File: src/rtl/crc64_pkg.sv
package crc64_pkg;
    localparam int BYTE_W = 8;
    localparam int CRC_W = 32;
    localparam logic [CRC_W-1:0] POLY_REFL = 32'hEDB88320;
    localparam logic [CRC_W-1:0] PRESET = '1;
    localparam logic [CRC_W-1:0] XOR_OUT = '1;

    typedef logic [CRC_W-1:0] crc_t;

    // folds one byte, least significant bit first, into a reflected state
    function automatic crc_t crc_fold_byte(crc_t cur, logic [BYTE_W-1:0] b);
        crc_t t;
        t = cur ^ crc_t'(b);
        for (int i = 0; i < BYTE_W; i++) begin
            t = t[0] ? ((t >> 1) ^ POLY_REFL) : (t >> 1);
        end
        return t;
    endfunction
endpackage

File: src/rtl/crc_pair_pack.sv
module crc_pair_pack #(
    parameter int LANES = 4,
    localparam int DW = LANES * crc64_pkg::BYTE_W,
    localparam int PW = 2 * DW,
    localparam int CW = $clog2(2 * LANES + 1)
) (
    input  logic          clk,
    input  logic          rst,
    input  logic          in_valid,
    input  logic [DW-1:0] in_data,
    input  logic [LANES-1:0] in_keep,
    input  logic          in_last,
    output logic          pk_en,
    output logic [PW-1:0] pk_data,
    output logic [CW-1:0] pk_cnt,
    output logic          pk_eop
);
    typedef struct packed {
        logic          have_low;
        logic [DW-1:0] low;
        logic          en;
        logic [PW-1:0] word;
        logic [CW-1:0] cnt;
        logic          eop;
    } pack_st_t;

    pack_st_t st_d, st_q;
    logic [CW-1:0] keep_cnt;

    always_comb begin
        keep_cnt = '0;
        for (int i = 0; i < LANES; i++) begin
            keep_cnt = keep_cnt + CW'(in_keep[i]);
        end

        st_d = st_q;
        st_d.en = 1'b0;
        st_d.eop = 1'b0;
        if (in_valid) begin
            if (!st_q.have_low) begin
                if (in_last) begin
                    // lone final beat: update right away, upper half empty
                    st_d.en = 1'b1;
                    st_d.word = {{DW{1'b0}}, in_data};
                    st_d.cnt = keep_cnt;
                    st_d.eop = 1'b1;
                end else begin
                    st_d.have_low = 1'b1;
                    st_d.low = in_data;
                end
            end else begin
                st_d.en = 1'b1;
                st_d.word = {in_data, st_q.low};
                st_d.cnt = CW'(LANES) + keep_cnt;
                st_d.eop = in_last;
                st_d.have_low = 1'b0;
            end
        end
    end

    always_ff @(posedge clk) begin
        if (rst) st_q <= '0;
        else     st_q <= st_d;
    end

    assign pk_en = st_q.en;
    assign pk_data = st_q.word;
    assign pk_cnt = st_q.cnt;
    assign pk_eop = st_q.eop;
endmodule

File: src/rtl/crc_update_bank.sv
module crc_update_bank #(
    parameter int NBYTES = 8,
    localparam int PW = NBYTES * crc64_pkg::BYTE_W,
    localparam int CW = $clog2(NBYTES + 1)
) (
    input  crc64_pkg::crc_t crc_in,
    input  logic [PW-1:0]   data,
    input  logic [CW-1:0]   cnt,
    output crc64_pkg::crc_t crc_out
);
    import crc64_pkg::*;

    logic [NBYTES:0][CRC_W-1:0] res;
    assign res[0] = crc_in;

    // one independent network per byte count, all evaluated in parallel
    for (genvar g = 1; g <= NBYTES; g++) begin : g_width
        crc_t net;
        always_comb begin
            net = crc_in;
            for (int k = 0; k < g; k++) begin
                net = crc_fold_byte(net, data[k*BYTE_W +: BYTE_W]);
            end
        end
        assign res[g] = net;
    end

    always_comb begin
        crc_out = crc_in;
        for (int g = 1; g <= NBYTES; g++) begin
            if (cnt == CW'(g)) crc_out = res[g];
        end
    end
endmodule

File: src/rtl/crc64_pair_engine.sv
module crc64_pair_engine #(
    parameter int LANES = 4,
    localparam int DW = LANES * crc64_pkg::BYTE_W,
    localparam int PW = 2 * DW,
    localparam int NB = 2 * LANES,
    localparam int CW = $clog2(NB + 1)
) (
    input  logic             clk,
    input  logic             rst,
    input  logic             in_valid,
    input  logic [DW-1:0]    in_data,
    input  logic [LANES-1:0] in_keep,
    input  logic             in_last,
    output logic             done_o,
    output logic [31:0]      crc_o
);
    import crc64_pkg::*;

    typedef struct packed {
        crc_t crc;
        logic done;
        crc_t result;
    } eng_st_t;

    logic          pk_en;
    logic [PW-1:0] pk_data;
    logic [CW-1:0] pk_cnt;
    logic          pk_eop;
    crc_t          upd;
    eng_st_t       st_d, st_q;

    crc_pair_pack #(.LANES(LANES)) u_pack (
        .clk     (clk),
        .rst     (rst),
        .in_valid(in_valid),
        .in_data (in_data),
        .in_keep (in_keep),
        .in_last (in_last),
        .pk_en   (pk_en),
        .pk_data (pk_data),
        .pk_cnt  (pk_cnt),
        .pk_eop  (pk_eop)
    );

    crc_update_bank #(.NBYTES(NB)) u_bank (
        .crc_in (st_q.crc),
        .data   (pk_data),
        .cnt    (pk_cnt),
        .crc_out(upd)
    );

    always_comb begin
        st_d = st_q;
        st_d.done = 1'b0;
        if (pk_en) begin
            if (pk_eop) begin
                st_d.result = upd ^ XOR_OUT;
                st_d.done = 1'b1;
                st_d.crc = PRESET;
            end else begin
                st_d.crc = upd;
            end
        end
    end

    always_ff @(posedge clk) begin
        if (rst) begin
            st_q.crc <= PRESET;
            st_q.done <= 1'b0;
            st_q.result <= '0;
        end else begin
            st_q <= st_d;
        end
    end

    assign done_o = st_q.done;
    assign crc_o = st_q.result;
endmodule

File: config.mk
export PLATFORM = sky130hd
export DESIGN_NAME = crc64_pair_engine
export DESIGN_NICKNAME = d
export VERILOG_FILES = /design/src/rtl/crc64_pkg.sv /design/src/rtl/crc_pair_pack.sv /design/src/rtl/crc_update_bank.sv /design/src/rtl/crc64_pair_engine.sv
export SDC_FILE = /design/constraint.sdc
export NUM_CORES = 1
export LEC_CHECK = 0
export BUFFER_PORTS_ARGS = -buffer_cell sky130_fd_sc_hd__buf_2
export CORE_MARGIN = 3
export CORE_UTILIZATION = 35
export DETAILED_ROUTE_END_ITERATION = 7
export GPL_ROUTABILITY_DRIVEN = 1
export PLACE_DENSITY = 0.48
export SYNTH_ARGS = -nofsm -noshare
export SYNTH_HDL_FRONTEND = slang
export SYNTH_SLANG_ARGS = --single-unit
export TNS_END_PERCENT = 100
File: constraint.sdc
create_clock -name clk -period 8.8 [get_ports clk]
set_input_delay 0 -clock clk [delete_from_list [all_inputs] [get_ports clk]]
set_output_delay 0 -clock clk [all_outputs]
set_load 0.02 [all_outputs]
=== After elaboration in Yosys (flattened, before gate mapping) ===
Index checks and enable logic that the tools add are counted.

* Bits in registers: 168
* Bits of input ports: 40
* Word-level logic and storage cells: 182

* $add $sub $neg: 4
* Eq/ne operators: 8
* Multiplexer cells: 78
* Bitwise logic cells: 77
* Reduce and logical (&&, ||, !) cells: 6

{| class="wikitable"
|+ Operators by type and width
! operator !! count
|-
| 2-to-1 mux 32 bit || 73
|-
| inverter 13 -> 14 bit || 64
|-
| XOR 32 x 8 -> 32 bit || 8
|-
| 2-to-1 mux 70 bit || 2
|-
| 2-to-1 mux 33 bit || 2
|-
| inverter 32 bit || 1
|-
| equality test 4 x 3 -> 1 bit, second input constant || 4
|-
| adder 4 x 1 -> 4 bit || 2
|-
| equality test 4 x 2 -> 1 bit, second input constant || 2
|-
| adder 3 x 4 -> 4 bit, first input constant || 1
|-
| equality test 4 x 1 -> 1 bit, second input constant || 1
|-
| equality test 4 bit, second input constant || 1
|-
| inverter 1 bit || 4
|-
| AND reduction 2 bit || 2
|-
| OR reduction 2 bit || 2
|-
| AND reduction 3 bit || 1
|-
| adder 1 x 1 -> 2 bit || 1
|-
| nonzero test 2 bit || 1
|-
| 2-to-1 mux 1 bit || 1
|}

=== Depth between registers and ports, before layout ===
Gate-level depths: netlist (run 1).

* Depth in word-level cells: 139
* Mapped depth: 22
* Depth with buffers taken out: 17

=== Cells and area by module ===
From an unflattened synthesis (run 1), not the netlist that was laid out.

* Cells, all modules: 1877
* Area, all modules: 18728.0 um^2

{| class="wikitable"
|+ By module, submodules not included
! module !! times used !! cells each !! area an instance (um^2)
|-
| crc_update_bank || 1 || 1167 || 11921.4
|-
| crc_pair_pack || 1 || 420 || 4087.7
|-
| crc64_pair_engine || 1 || 290 || 2718.9
|}

=== Worst setup path before layout (run 1) ===
OpenSTA, ideal clock, no wires.

* Path kind: reg2reg
* From: register st_q[37] (netlist bit)
* To: register st_q[51] (netlist bit)
* Data arrival time: 6.590 ns
* Data required time: 8.666 ns
* Slack: 2.076 ns
* Cell stages (with the launch flop): 20
* Period minus slack after synthesis: 6.724 ns
* Cell sequence: dfxtp_1 > xnor2_4 > xnor3_1 > xor2_1 > xnor3_1 > buf_4 > xor2_4 > xor3_2 > xnor3_2 > xnor3_2 > xor2_4 > xnor2_2 > xnor3_1 > buf_2 > xnor3_1 > xor2_1 > xnor3_1 > mux2_2 > nand2_1 > nand3_1

* Longest elaborated chain between the ends: 97
* Elaborated cells between the ends (all ways): 138
* Those cells by class: mux (73); bitwise (65)

{| class="wikitable"
|+ RTL lines
! item !! RTL line !! text
|-
| start, declared || crc64_pair_engine.sv:30 || <nowiki>eng_st_t st_d, st_q;</nowiki>
|-
| start signal, assigned || crc64_pair_engine.sv:72 || <nowiki>st_q <= st_d;</nowiki>
|-
| XOR 32 x 8 -> 32 bit * || crc64_pkg.sv:13 || <nowiki>t = cur ^ crc_t'(b);</nowiki>
|-
| 2-to-1 mux 32 bit * (8 in a row) || crc64_pkg.sv:15 || <nowiki>t = t[0] ? ((t >> 1) ^ POLY_REFL) : (t >> 1);</nowiki>
|-
| XOR 32 x 8 -> 32 bit, or another cell as far along || crc64_pkg.sv:13 ||
|-
| 2-to-1 mux 32 bit || crc64_pkg.sv:15 ||
|-
| 2-to-1 mux 32 bit or XOR 32 x 8 -> 32 bit (tied branches) || crc64_pkg.sv:15, crc64_pkg.sv:13 ||
|-
| inverter 13 -> 14 bit (no line) or 2-to-1 mux 32 bit (tied branches) || n/a ||
|-
| 2-to-1 mux 32 bit or inverter 13 -> 14 bit (tied branches) || n/a ||
|-
| inverter 13 -> 14 bit (no line) or 2-to-1 mux 32 bit (tied branches) || n/a ||
|-
| [73 not listed] || n/a ||
|-
| inverter 13 -> 14 bit (no line) || n/a ||
|-
| 2-to-1 mux 32 bit || crc64_pkg.sv:15 ||
|-
| inverter 13 -> 14 bit (no line) || n/a ||
|-
| 2-to-1 mux 32 bit || crc64_pkg.sv:15 ||
|-
| inverter 13 -> 14 bit (no line) || n/a ||
|-
| 2-to-1 mux 32 bit (2 in a row) || crc64_pkg.sv:15 ||
|-
| 2-to-1 mux 32 bit * || crc_update_bank.sv:31 || <nowiki>if (cnt == CW'(g)) crc_out = res[g];</nowiki>
|-
| 2-to-1 mux 32 bit * || crc64_pair_engine.sv:56 || <nowiki>if (pk_eop) begin</nowiki>
|}

Mark *: on every way between the ends. The rest lies on a longest branch, timed or not.
A chain may end at the register's enable or synchronous reset.

=== Worst setup path after layout (run 1) ===
* From: register st_q[36] (netlist bit)
* To: register st_q[58] (netlist bit)

* Longest elaborated chain between the ends: 97
* Elaborated cells between the ends (all ways): 138
* Those cells by class: mux (73); bitwise (65)

{| class="wikitable"
|+ RTL lines
! item !! RTL line
|-
| XOR 32 x 8 -> 32 bit * || crc64_pkg.sv:13
|-
| 2-to-1 mux 32 bit * (4 in a row) || crc64_pkg.sv:15
|-
| inverter 13 -> 14 bit (no line) || n/a
|-
| 2-to-1 mux 32 bit * || crc64_pkg.sv:15
|-
| inverter 13 -> 14 bit (no line) || n/a
|-
| 2-to-1 mux 32 bit * (3 in a row) || crc64_pkg.sv:15
|-
| XOR 32 x 8 -> 32 bit or 2-to-1 mux 32 bit (tied branches) || crc64_pkg.sv:13, crc64_pkg.sv:15
|-
| 2-to-1 mux 32 bit or XOR 32 x 8 -> 32 bit (tied branches) || crc64_pkg.sv:15, crc64_pkg.sv:13
|-
| [74 not listed] || n/a
|-
| inverter 13 -> 14 bit (no line) || n/a
|-
| 2-to-1 mux 32 bit (2 in a row) || crc64_pkg.sv:15
|-
| inverter 13 -> 14 bit (no line) || n/a
|-
| 2-to-1 mux 32 bit || crc64_pkg.sv:15
|-
| inverter 13 -> 14 bit (no line) || n/a
|-
| 2-to-1 mux 32 bit (2 in a row) || crc64_pkg.sv:15
|-
| 2-to-1 mux 32 bit * || crc_update_bank.sv:31
|-
| 2-to-1 mux 32 bit * || crc64_pair_engine.sv:56
|}

Marked as above.

==> results of run 1 <==
## registers in the layout, indices dropped and copies added (netlist names)
signal,flops
crc_o,32
done_o,1
st_q,32
u_pack.pk_cnt,4
u_pack.pk_data,64
u_pack.pk_en,1
u_pack.pk_eop,1
u_pack.st_q,33
## synthesized netlist by cell type (all sizes together), types with 4 or more instances
cell	number
a211oi	91
a21o	7
a21oi	93
a22o	44
buf	59
clkbuf	92
dfxtp	168
inv	7
mux2	4
mux2i	48
nand2	178
nand2b	4
nand3	13
nor2	144
nor2b	4
nor3	9
o211ai	59
o21ai	86
xnor2	350
xnor3	186
xor2	144
xor3	33
## what timing repair did
action                                  in CTS  in global routing
hold endpoints to repair                    94                  0
hold buffers                                38                  0
resized for setup                            0                  1
endpoints found under the setup margin       0                  1
## layer usage
metal  vias up  routed length [um]  GRT usage
met5         -                   0          0
met4         0                2740     0.0997
met3       100                5210     0.0459
met2       558               31500      0.388
met1      6778               31600      0.356
li1       6431                   -          -
## through the flow
| stage | util | hold slack (ns) | instances |
|---|---|---|---|
| after floorplan | - | 0.110 | 1842 |
| after global placement | 0.378 | 0.253 | 2520 |
| after detailed placement | 0.378 | 0.257 | 2520 |
| after CTS | 0.397 | 0.00945 | 2588 |
| after global routing | 0.397 | 0.0747 | 2588 |
| final | 0.397 | 0.0631 | 2588 |
## placed cells by master, fill, tap and decap left out, drive strengths merged, types with 9 or more instances in the layout
cell         synthesis  final
mux2i               48     48
dfxtp              168    168
buf                 59    149
a211oi              91     91
o211ai              59     59
a22o                44     44
nand2              178    178
xnor3              186    186
xnor2              350    350
nand3               13     13
a21oi               93     93
nor3                 9      9
o21ai               86     86
xor2               144    144
dlygate4sd3          0     38
clkbuf              92     20
nor2               144    144
xor3                33     33
## cell families (layout without fill, tap and decap cells)
group                      Yosys count  in the layout
xor gates and xnor gates           713            713
AOI/OAI and AO/OA                  390            390
and+or+nand+nor                    358            358
DFF                                168            168
buffers and inverters              158            224
muxes                               52             52
adders and majority gates            3              3
## final timing paths
check	endpoint	slack, ns	cells after the start
worst max-delay path	st_q[58]	0.24	17
worst min-delay path	u_pack.pk_cnt[1]	0.06	5
worst max register to register	st_q[58]	0.24	17
worst min register to register	u_pack.st_q[89]	0.46	2
## cell type report
type	count	area, um2
Multi-Input combinational cell	1516	14400
Timing Repair Buffer	187	1320
Clock inverter	10	124
Clock buffer	20	447
Inverter	7	26.3
Sequential cell	168	3360
Fill cell	5205	31200
Tap cell	680	851
## worst max-delay path, stage by stage (launching register included)
cell and delay [ns]:
dfxtp_1 0.46, xor2_2 0.40, xnor3_1 0.63, xor2_1 0.41
xnor3_1 0.79, xor2_4 0.54, xor3_2 0.52, xnor3_2 0.46
xnor3_2 0.57, xor2_4 0.49, xor3_1 0.61, xnor3_1 0.42
xnor3_1 0.67, xor2_1 0.40, xnor3_1 0.38, a21oi_1 0.39
nor2_1 0.15, o21ai_1 0.16
==> summary.md, run 1 <==
| Metric | Value |
|---|---|
| Outcome | `complete, no violations` |
| Fin crit share | `0.973` |
| Synth Area in Compound Gates | `0.138` |
| Boundary Pins | `73` |
| Initial antenna violation count | `2` |
| YS warnings | `0` |
| Antenna-violating nets left | `0` |
| Min setup slack post-route | `0.239 ns` |
| Seq/Total Area, Yosys | `0.183` |
| Die Span X | `235 um` |
| Synth Flop Type | `dfxtp_1` |
| RSZ-0062 raised after global routing | `false` |
| Netlist cell types | `44` |
| Worst EP arrival | `8.96 ns` |
| Post-Synthesis Cells | `1,842` |
| Largest family of logic cells by synthesized area | `XOR/XNOR gates` |
| CTS clock-pin slew for the worst setup and hold paths | `0.07 ns` |
| # nets final | `1,940` |
| Tot GR Track Use | `0.254` |
| CTS tree | `built` |
| Reg-to-Reg Start | `st_q[36]` |
| IO buf count | `72` |
| Die H | `235 um` |
| TritonCTS Sinks | `168` |
| Num rows | `83` |
| Global-route wire length before repair | `101,000 um` |
| Setup TNS | `0 ns` |
| Largest net degree at the start of global routing | `70` |
| Post-synthesis adder-cell area fraction | `0.00244` |
| Syn-to-layout area delta | `11.4%` |
| CP startpoint | `st_q[36]` |
| Avg Cell Area, Syn | `10.0 um2` |
| Hold wc startpoint | `in_keep[0]` |
| DR vias/cell | `5.36` |
| Post-CTS Setup Bufs | `0` |
| Total grt overflow | `0` |
| Critical Path RT | `9.20 ns` |
| Final setup violation count | `0` |
| Clk Latency, worst-skew pair | `0.48 ns` |
| Area leader, netlist | `xnor3_1` |
| Post-route cell area | `20,500 um2` |
| Synth Area in XOR/XNOR | `0.531` |
| Crit-path max FO | `9` |
| Core area | `51,700 um2` |
| Worst Tran Pin Value | `0.929 ns` |
| Simple-Gate Fraction of Synth Area | `0.0765` |
| Antenna diode count | `0` |
| H-tree Lvls | `4` |
| Highest clock rate | `117 MHz` |
| Vias in the first global route | `13,500` |
| Min cycle time layout | `8.56 ns` |
| Synthesized area | `18,400 um2` |
| RePlAce Congestion | `0.978` |
| Final wirelength | `71,000 um` |
| Yosys reg bits | `168` |
| Mux cell area share after synthesis | `0.0285` |
| Post-DP HPWL | `57,000 um` |
| HP Class | `in -> reg` |
| CTS Root Cell | `clkbuf_16` |
| Vias post-DR | `13,900` |
| EDFF count, synth | `0` |
| Post-synth top area share | `0.213` |
| Placed inst area | `19,600 um2` |
| Post-route DRC | `0` |
| CP Class | `reg -> reg` |
| Max Slew Vio Count | `0` |
| Max-Cap Viols | `0` |
| Synthesized Nets | `1,885` |
| Total CTS buffers | `17` |
| Ranking of synthesized cells by area | `xnor3_1 (21%), dfxtp_1 (18%), xnor2_1 (15%)` |
| Clock tree buffer depth | `2` |
| TritonRoute pass-1 iters | `5` |
| Die footprint | `55,400 um2` |
| Ys async rst share | `0` |
| Avg WL per Cell | `27.4 um` |
| Rel. slew slack | `0.378` |
| Initial Util | `0.356` |
| Iter 0 DRT Violations | `1,441` |
| Pre-CTS setup slack | `0.340 ns` |
| CP Launch Type | `flop` |
| CP endpoint kind | `flop` |
| Clk_skew | `0.0113 ns` |
| Final Hold Fails | `0` |
| Layout cells sized above 1 | `0.135` |
Power of run 1 is left out: the tool's default activity adds up to more than one toggle a clock period on the data nets, which glitch-free logic cannot reach.
==> run 2: changes to the inputs <==
--- a/config.mk
+++ b/config.mk
@@ -8,6 +8,7 @@
 export BUFFER_PORTS_ARGS = -buffer_cell sky130_fd_sc_hd__buf_2
 export CORE_MARGIN = 3
 export CORE_UTILIZATION = 35
+export CTS_BUF_LIST = sky130_fd_sc_hd__clkbuf_16
 export DETAILED_ROUTE_END_ITERATION = 7
 export GPL_ROUTABILITY_DRIVEN = 1
 export PLACE_DENSITY = 0.48
==> summary.md, run 2 (same netlist as run 1, synthesis figures left out) <==
| Metric | Value |
|---|---|
| Vias post-DR | `13,900 (+0.25%)` |
| FF-to-FF setup slack | `0.24 ns (about the same)` |
| Hold Path Stages | `5 (unchanged)` |
| Outcome | `complete, no violations` |
| CP Class | `reg -> reg` |
| Tot GR Track Use | `0.254 (about the same)` |
| WHS Endpoint | `u_pack.pk_cnt[1]` |
| Final Hold Fails | `0 (unchanged)` |
| Boundary Pins | `73 (unchanged)` |
| Final setup violation count | `0 (unchanged)` |
| Min cycle time layout | `8.56 ns (-0.00551 ns)` |
| TritonCTS Sinks | `168 (unchanged)` |
| Worst Tran Pin Value | `0.922 ns (-0.00643 ns)` |
| IO buf count | `72 (unchanged)` |
| Critical Path RT | `9.20 ns (about the same)` |
| TritonRoute pass-1 iters | `5 (unchanged)` |
| Final wirelength | `71,100 um (about the same)` |
| Crit-path max FO | `9 (unchanged)` |
| Syn-to-layout area delta | `11.3% (about the same)` |
| Largest net degree at the start of global routing | `70 (unchanged)` |
| Max Slew Vio Count | `0 (unchanged)` |
| CTS clock-pin slew for the worst setup and hold paths | `0.07 ns (about the same)` |
| CP Launch Type | `flop` |
| Clock tree buffer depth | `2 (unchanged)` |
| Highest clock rate | `117 MHz (about the same)` |
| Commonest non-fill, non-tap cell in the layout | `xnor2_1` |
| Antenna-violating nets left | `0 (unchanged)` |
| Hold wc startpoint | `in_keep[0]` |
| Vias in the first global route | `13,500 (-0.067%)` |
| Initial Util | `0.356 (unchanged)` |
| CTS tree | `built` |
| Post-route DRC | `0 (unchanged)` |
| Die Span X | `235 um (unchanged)` |
| Num rows | `83 (unchanged)` |
| Layout fillers | `5,204 (-0.019%)` |
| Die footprint | `55,400 um2 (unchanged)` |
| Iter 0 DRT Violations | `1,430 (-0.76%)` |
| Reg-to-Reg Start | `st_q[36]` |
| HP Class | `in -> reg` |
| Post-DP HPWL | `57,000 um (unchanged)` |
| Total grt overflow | `0 (unchanged)` |
| Avg WL per Cell | `27.5 um (about the same)` |
| FF-to-FF path depth | `17 (unchanged)` |
| H-tree Lvls | `4 (unchanged)` |
| Worst R2R End | `st_q[58]` |
| Rel. slew slack | `0.381 (+0.00292)` |
| Area taken by flip-flops and latches | `3360 um2 (unchanged)` |
| CP endpoint kind | `flop` |
| # nets final | `1,940 (unchanged)` |
| RePlAce Congestion | `0.978 (unchanged)` |
| Total CTS buffers | `17 (unchanged)` |
| Antenna diode count | `0 (unchanged)` |
| Most frequent cells in the layout | `xnor2_1 (319), nand2_1 (178), xnor3_1 (174)` |
| Number of flip-flops in the largest register | `64 (unchanged)` |
| Max-Cap Viols | `0 (unchanged)` |
| DR vias/cell | `5.37 (+0.25%)` |
| Clk Latency, worst-skew pair | `0.48 ns (about the same)` |
| RSZ-0062 raised after global routing | `false` |
| Area of the multi-input gates | `14,400 um2 (unchanged)` |
| Pre-CTS setup slack | `0.340 ns (unchanged)` |
| Setup TNS | `0 ns (unchanged)` |
| Global-route wire length before repair | `101,000 um (about the same)` |
| Clk_skew | `0.00916 ns (-0.00213 ns)` |
| Fin crit share | `0.972 (about the same)` |
| Min setup slack post-route | `0.244 ns (+0.00551 ns)` |
| Initial antenna violation count | `2 (unchanged)` |
| CTS Root Cell | `clkbuf_16` |
| Layout cells sized above 1 | `0.134 (-0.000524)` |
| Core area | `51,700 um2 (unchanged)` |
| Worst EP arrival | `8.96 ns (about the same)` |
| Die H | `235 um (unchanged)` |
[run 2: cell types whose count changed in the layout (fill, tap and decap cells not counted)]
| cell | delta |
|---|---|
| clkbuf_1 | -2 |
| inv_1 | +2 |
| clkbuf_8 | -1 |
| clkinv_1 | +1 |
[run 2: area by class of cell]
| class | count | share of cell area |
|---|---|---|
| clock inverter | 13 | 0.00659 |
| inverter | 7 | 0.00128 |
| sequential | 168 | 0.164 |
| timing repair buffer | 187 | 0.0643 |
| clock buffer | 17 | 0.0207 |
| tap | 680 | 0.0415 |
| multi-input combinational | 1516 | 0.702 |
[run 2: layer usage]
| metal | up-vias | part of all wire | global-route usage |
|---|---|---|---|
| met5 | - | 0 | 0 |
| met4 | 0 | 0.038 | 0.0999 |
| met3 | 97 | 0.073 | 0.0459 |
| met2 | 561 | 0.44 | 0.388 |
| met1 | 6805 | 0.45 | 0.355 |
| li1 | 6438 | - | - |
[run 2: critical path: stages (launching register included)]
cell	delay, ns
dfxtp_1	0.47
xor2_2	0.39
xnor3_1	0.63
xor2_1	0.42
xnor3_1	0.79
xor2_4	0.54
xor3_2	0.52
xnor3_2	0.46
xnor3_2	0.57
xor2_4	0.49
xor3_1	0.61
xnor3_1	0.42
xnor3_1	0.67
xor2_1	0.40
xnor3_1	0.38
a21oi_1	0.39
nor2_1	0.15
o21ai_1	0.16
[run 2: metrics by stage]
stage / utilization / hold WS [ns] / area [um2] / instances
2_1_floorplan: - / 0.110 / 18400 / 1842
3_3_place_gp: 0.378 / 0.253 / 19600 / 2520
3_5_place_dp: 0.378 / 0.257 / 19600 / 2520
4_1_cts: 0.396 / 0.00927 / 20500 / 2588
5_1_grt: 0.397 / 0.0745 / 20500 / 2588
6_report: 0.397 / 0.0639 / 20500 / 2588
[run 2: repair_timing]
action,CTS,global route
setup buffers,0,0
hold buffers,38,0
hold endpoints to repair,94,0
endpoints found under the setup margin,0,1
resized for setup,0,1
[run 2: worst max-delay path by stage]
stage	startpoint	end	slack, ns	cells after the start
floorplan	st_q[37]	st_q[51]	2.08	19
global placement	st_q[35]	st_q[58]	0.42	18
global route	st_q[36]	st_q[58]	0.03	17
finish	st_q[36]	st_q[58]	0.24	17
CTS	st_q[35]	st_q[58]	0.29	18
detailed placement	st_q[35]	st_q[58]	0.34	18
Power of run 2 is left out for the same reason.
==> run 3: changes to the inputs <==
--- a/config.mk
+++ b/config.mk
@@ -5,13 +5,15 @@
 export SDC_FILE = /design/constraint.sdc
 export NUM_CORES = 1
 export LEC_CHECK = 0
-export BUFFER_PORTS_ARGS = -buffer_cell sky130_fd_sc_hd__buf_2
+export BUFFER_PORTS_ARGS = -buffer_cell sky130_fd_sc_hd__buf_4
 export CORE_MARGIN = 3
 export CORE_UTILIZATION = 35
 export CTS_BUF_LIST = sky130_fd_sc_hd__clkbuf_16
 export DETAILED_ROUTE_END_ITERATION = 7
 export GPL_ROUTABILITY_DRIVEN = 1
+export HOLD_SLACK_MARGIN = 0.12
 export PLACE_DENSITY = 0.48
+export RECOVER_POWER = 50
 export SYNTH_ARGS = -nofsm -noshare
 export SYNTH_HDL_FRONTEND = slang
 export SYNTH_SLANG_ARGS = --single-unit
==> summary.md, run 3 (same netlist as run 1, synthesis figures left out) <==
| Metric | Value |
|---|---|
| Final core utilization | `0.399 (+0.00210)` |
| DR vias/cell | `5.40 (+0.53%)` |
| Final setup violation count | `0 (unchanged)` |
| CTS tree | `built` |
| Final Hold Fails | `0 (unchanged)` |
| Worst path cell trace | `xor2_2, xnor3_1, xor2_1, xnor3_1, xor2_4, xor3_2, xnor3_2, xnor3_2, xor2_4, xor3_1, xnor3_1, xnor3_2, xor2_1, xnor3_1, a21oi_1, nor2_1, o21ai_1` |
| Critical Path Most Common Cell | `xnor3_1` |
| Die H | `235 um (unchanged)` |
| Die footprint | `55,400 um2 (unchanged)` |
| Antenna diode count | `0 (unchanged)` |
| Crit-path max FO | `9 (unchanged)` |
| Commonest non-fill, non-tap cell in the layout | `xnor2_1` |
| Clk Latency, worst-skew pair | `0.50 ns (+0.02 ns)` |
| CP max-delay cell | `xnor3_1` |
| Initial antenna violation count | `1 (-1)` |
| RePlAce Congestion | `0.974 (-0.38%)` |
| Outcome | `complete, but fails checks` |
| Most frequent cells in the layout | `xnor2_1 (319), nand2_1 (178), xnor3_1 (173)` |
| Vias in the first global route | `13,800 (+2.8%)` |
| CTS Root Cell | `clkbuf_16` |
| RSZ-0062 raised after global routing | `false` |
| Max-Cap Viols | `2 (+2)` |
| Setup TNS | `0 ns (unchanged)` |
| Critical Path RT | `9.22 ns (+0.02 ns)` |
| WHS Endpoint | `u_pack.pk_data[47]` |
| Iter 0 DRT Violations | `1,368 (-4.3%)` |
| TritonCTS Sinks | `168 (unchanged)` |
| Avg WL per Cell | `27.9 um (+1.5%)` |
| Clk_skew | `0.0172 ns (+0.00808 ns)` |
| TritonRoute pass-1 iters | `5 (unchanged)` |
| Crit-path max cell delay | `0.80 ns (about the same)` |
| Worst EP arrival | `9.04 ns (+0.08 ns)` |
| Worst R2R End | `st_q[58]` |
| Hold wc startpoint | `in_data[15]` |
| Largest net degree at the start of global routing | `70 (unchanged)` |
| Worst Tran Pin Value | `2.70 ns (+1.78 ns)` |
| CTS clock-pin slew for the worst setup and hold paths | `0.08 ns (about the same)` |
| Fin crit share | `0.979 (+0.00670)` |
| Layout fillers | `5,175 (-0.56%)` |
| Highest clock rate | `116 MHz (-0.68%)` |
| Min Hold Slack | `0.280 ns (+0.217 ns)` |
| Tot GR Track Use | `0.257 (+0.00378)` |
| Final wirelength | `72,300 um (+1.7%)` |
| Number of flip-flops in the largest register | `64 (unchanged)` |
| Reg-to-Reg Start | `st_q[36]` |
| Total CTS buffers | `17 (unchanged)` |
| Hold Path Stages | `3 (-2)` |
| Num rows | `83 (unchanged)` |
| Post-DP HPWL | `57,300 um (+0.53%)` |
| IO buf count | `72 (unchanged)` |
| Layout cells sized above 1 | `0.118 (-0.0166)` |
| FF-to-FF path depth | `17 (unchanged)` |
| Min cycle time layout | `8.61 ns (+0.0589 ns)` |
| Boundary Pins | `73 (unchanged)` |
| CP startpoint | `st_q[36]` |
| H-tree Lvls | `4 (unchanged)` |
| Rel. slew slack | `-0.800 (-1.18)` |
| # nets final | `1,943 (+0.15%)` |
| Global-route wire length before repair | `103,000 um (+1.9%)` |
| CP Class | `reg -> reg` |
| FF-to-FF setup slack | `0.19 ns (-0.06 ns)` |
| Clock tree buffer depth | `2 (unchanged)` |
| Max Slew Vio Count | `71 (+71)` |
| Syn-to-layout area delta | `11.9%` |
| Core area | `51,700 um2 (unchanged)` |
| Die Span X | `235 um (unchanged)` |
| Post-route DRC | `0 (unchanged)` |
| Antenna-violating nets left | `0 (unchanged)` |
| Initial Util | `0.356 (unchanged)` |
| Vias post-DR | `14,000 (+0.72%)` |
| CP Launch Type | `flop` |
| CP endpoint kind | `flop` |
| HP Class | `in -> reg` |
| Failing checks | `max-capacitance violations, max-slew violations` |
| Total grt overflow | `0 (unchanged)` |
==> run 3: cell count changes in the layout (fill, tap and decap cells not counted), sizes merged <==
cell,delta
buf,-37
clkbuf,+37
clkinv,+4
clkinvlp,-4
inv,+4
dlygate4sd3,+3
bufinv,-2
==> run 3: cell type report <==
type	count	area, um2	area share
Clock inverter	15	158	0.00765
Tap cell	680	851	0.0413
Inverter	7	26.3	0.00127
Multi-Input combinational cell	1516	14400	0.698
Clock buffer	17	425	0.0206
Timing Repair Buffer	190	1390	0.0676
Sequential cell	168	3360	0.163
==> run 3: stage by stage <==
step                      instance area (um2)  setup WS (ns)  cells
after CTS                               20700          0.106   2593
after global placement                  19700         0.0658   2520
after floorplan                         18400           2.08   1842
after global routing                    20600         0.0473   2593
after detailed placement                19700          0.118   2520
final                                   20600          0.185   2593
==> run 3: repair_timing <==
item / 4_1_cts / 5_1_grt
endpoints found under the setup margin: 0 / 11
setup buffers: 0 / 0
gates resized for setup: 0 / 3
endpoints found under the hold margin: 103 / 0
hold buffers: 41 / 0
==> run 3: critical path, delay by kind of cell (launching register included) <==
| family | cells | cell delay (ns) |
|---|---|---|
| AO/OA/AOI/OAI | 2 | 0.59 |
| XOR/XNOR | 14 | 7.19 |
| flip-flops | 1 | 0.66 |
| AND/OR/NAND/NOR | 1 | 0.08 |
==> run 3: layer usage <==
layer | share of wire | vias to the layer above | GRT usage
li1 | - | 6444 | -
met1 | 0.44 | 6853 | 0.356
met2 | 0.44 | 579 | 0.394
met3 | 0.079 | 123 | 0.0608
met4 | 0.038 | 2 | 0.0916
met5 | 0.00018 | - | 0
==> run 3: worst max path at each step <==
stage | endpoint | cells past startpoint | slack, ns
after floorplan | st_q[51] | 19 | 2.08
after global placement | st_q[52] | 18 | 0.07
after detailed placement | st_q[52] | 18 | 0.12
after CTS | st_q[52] | 18 | 0.11
after global routing | st_q[58] | 17 | 0.05
final | st_q[58] | 17 | 0.19
Power of run 3 is left out for the same reason.
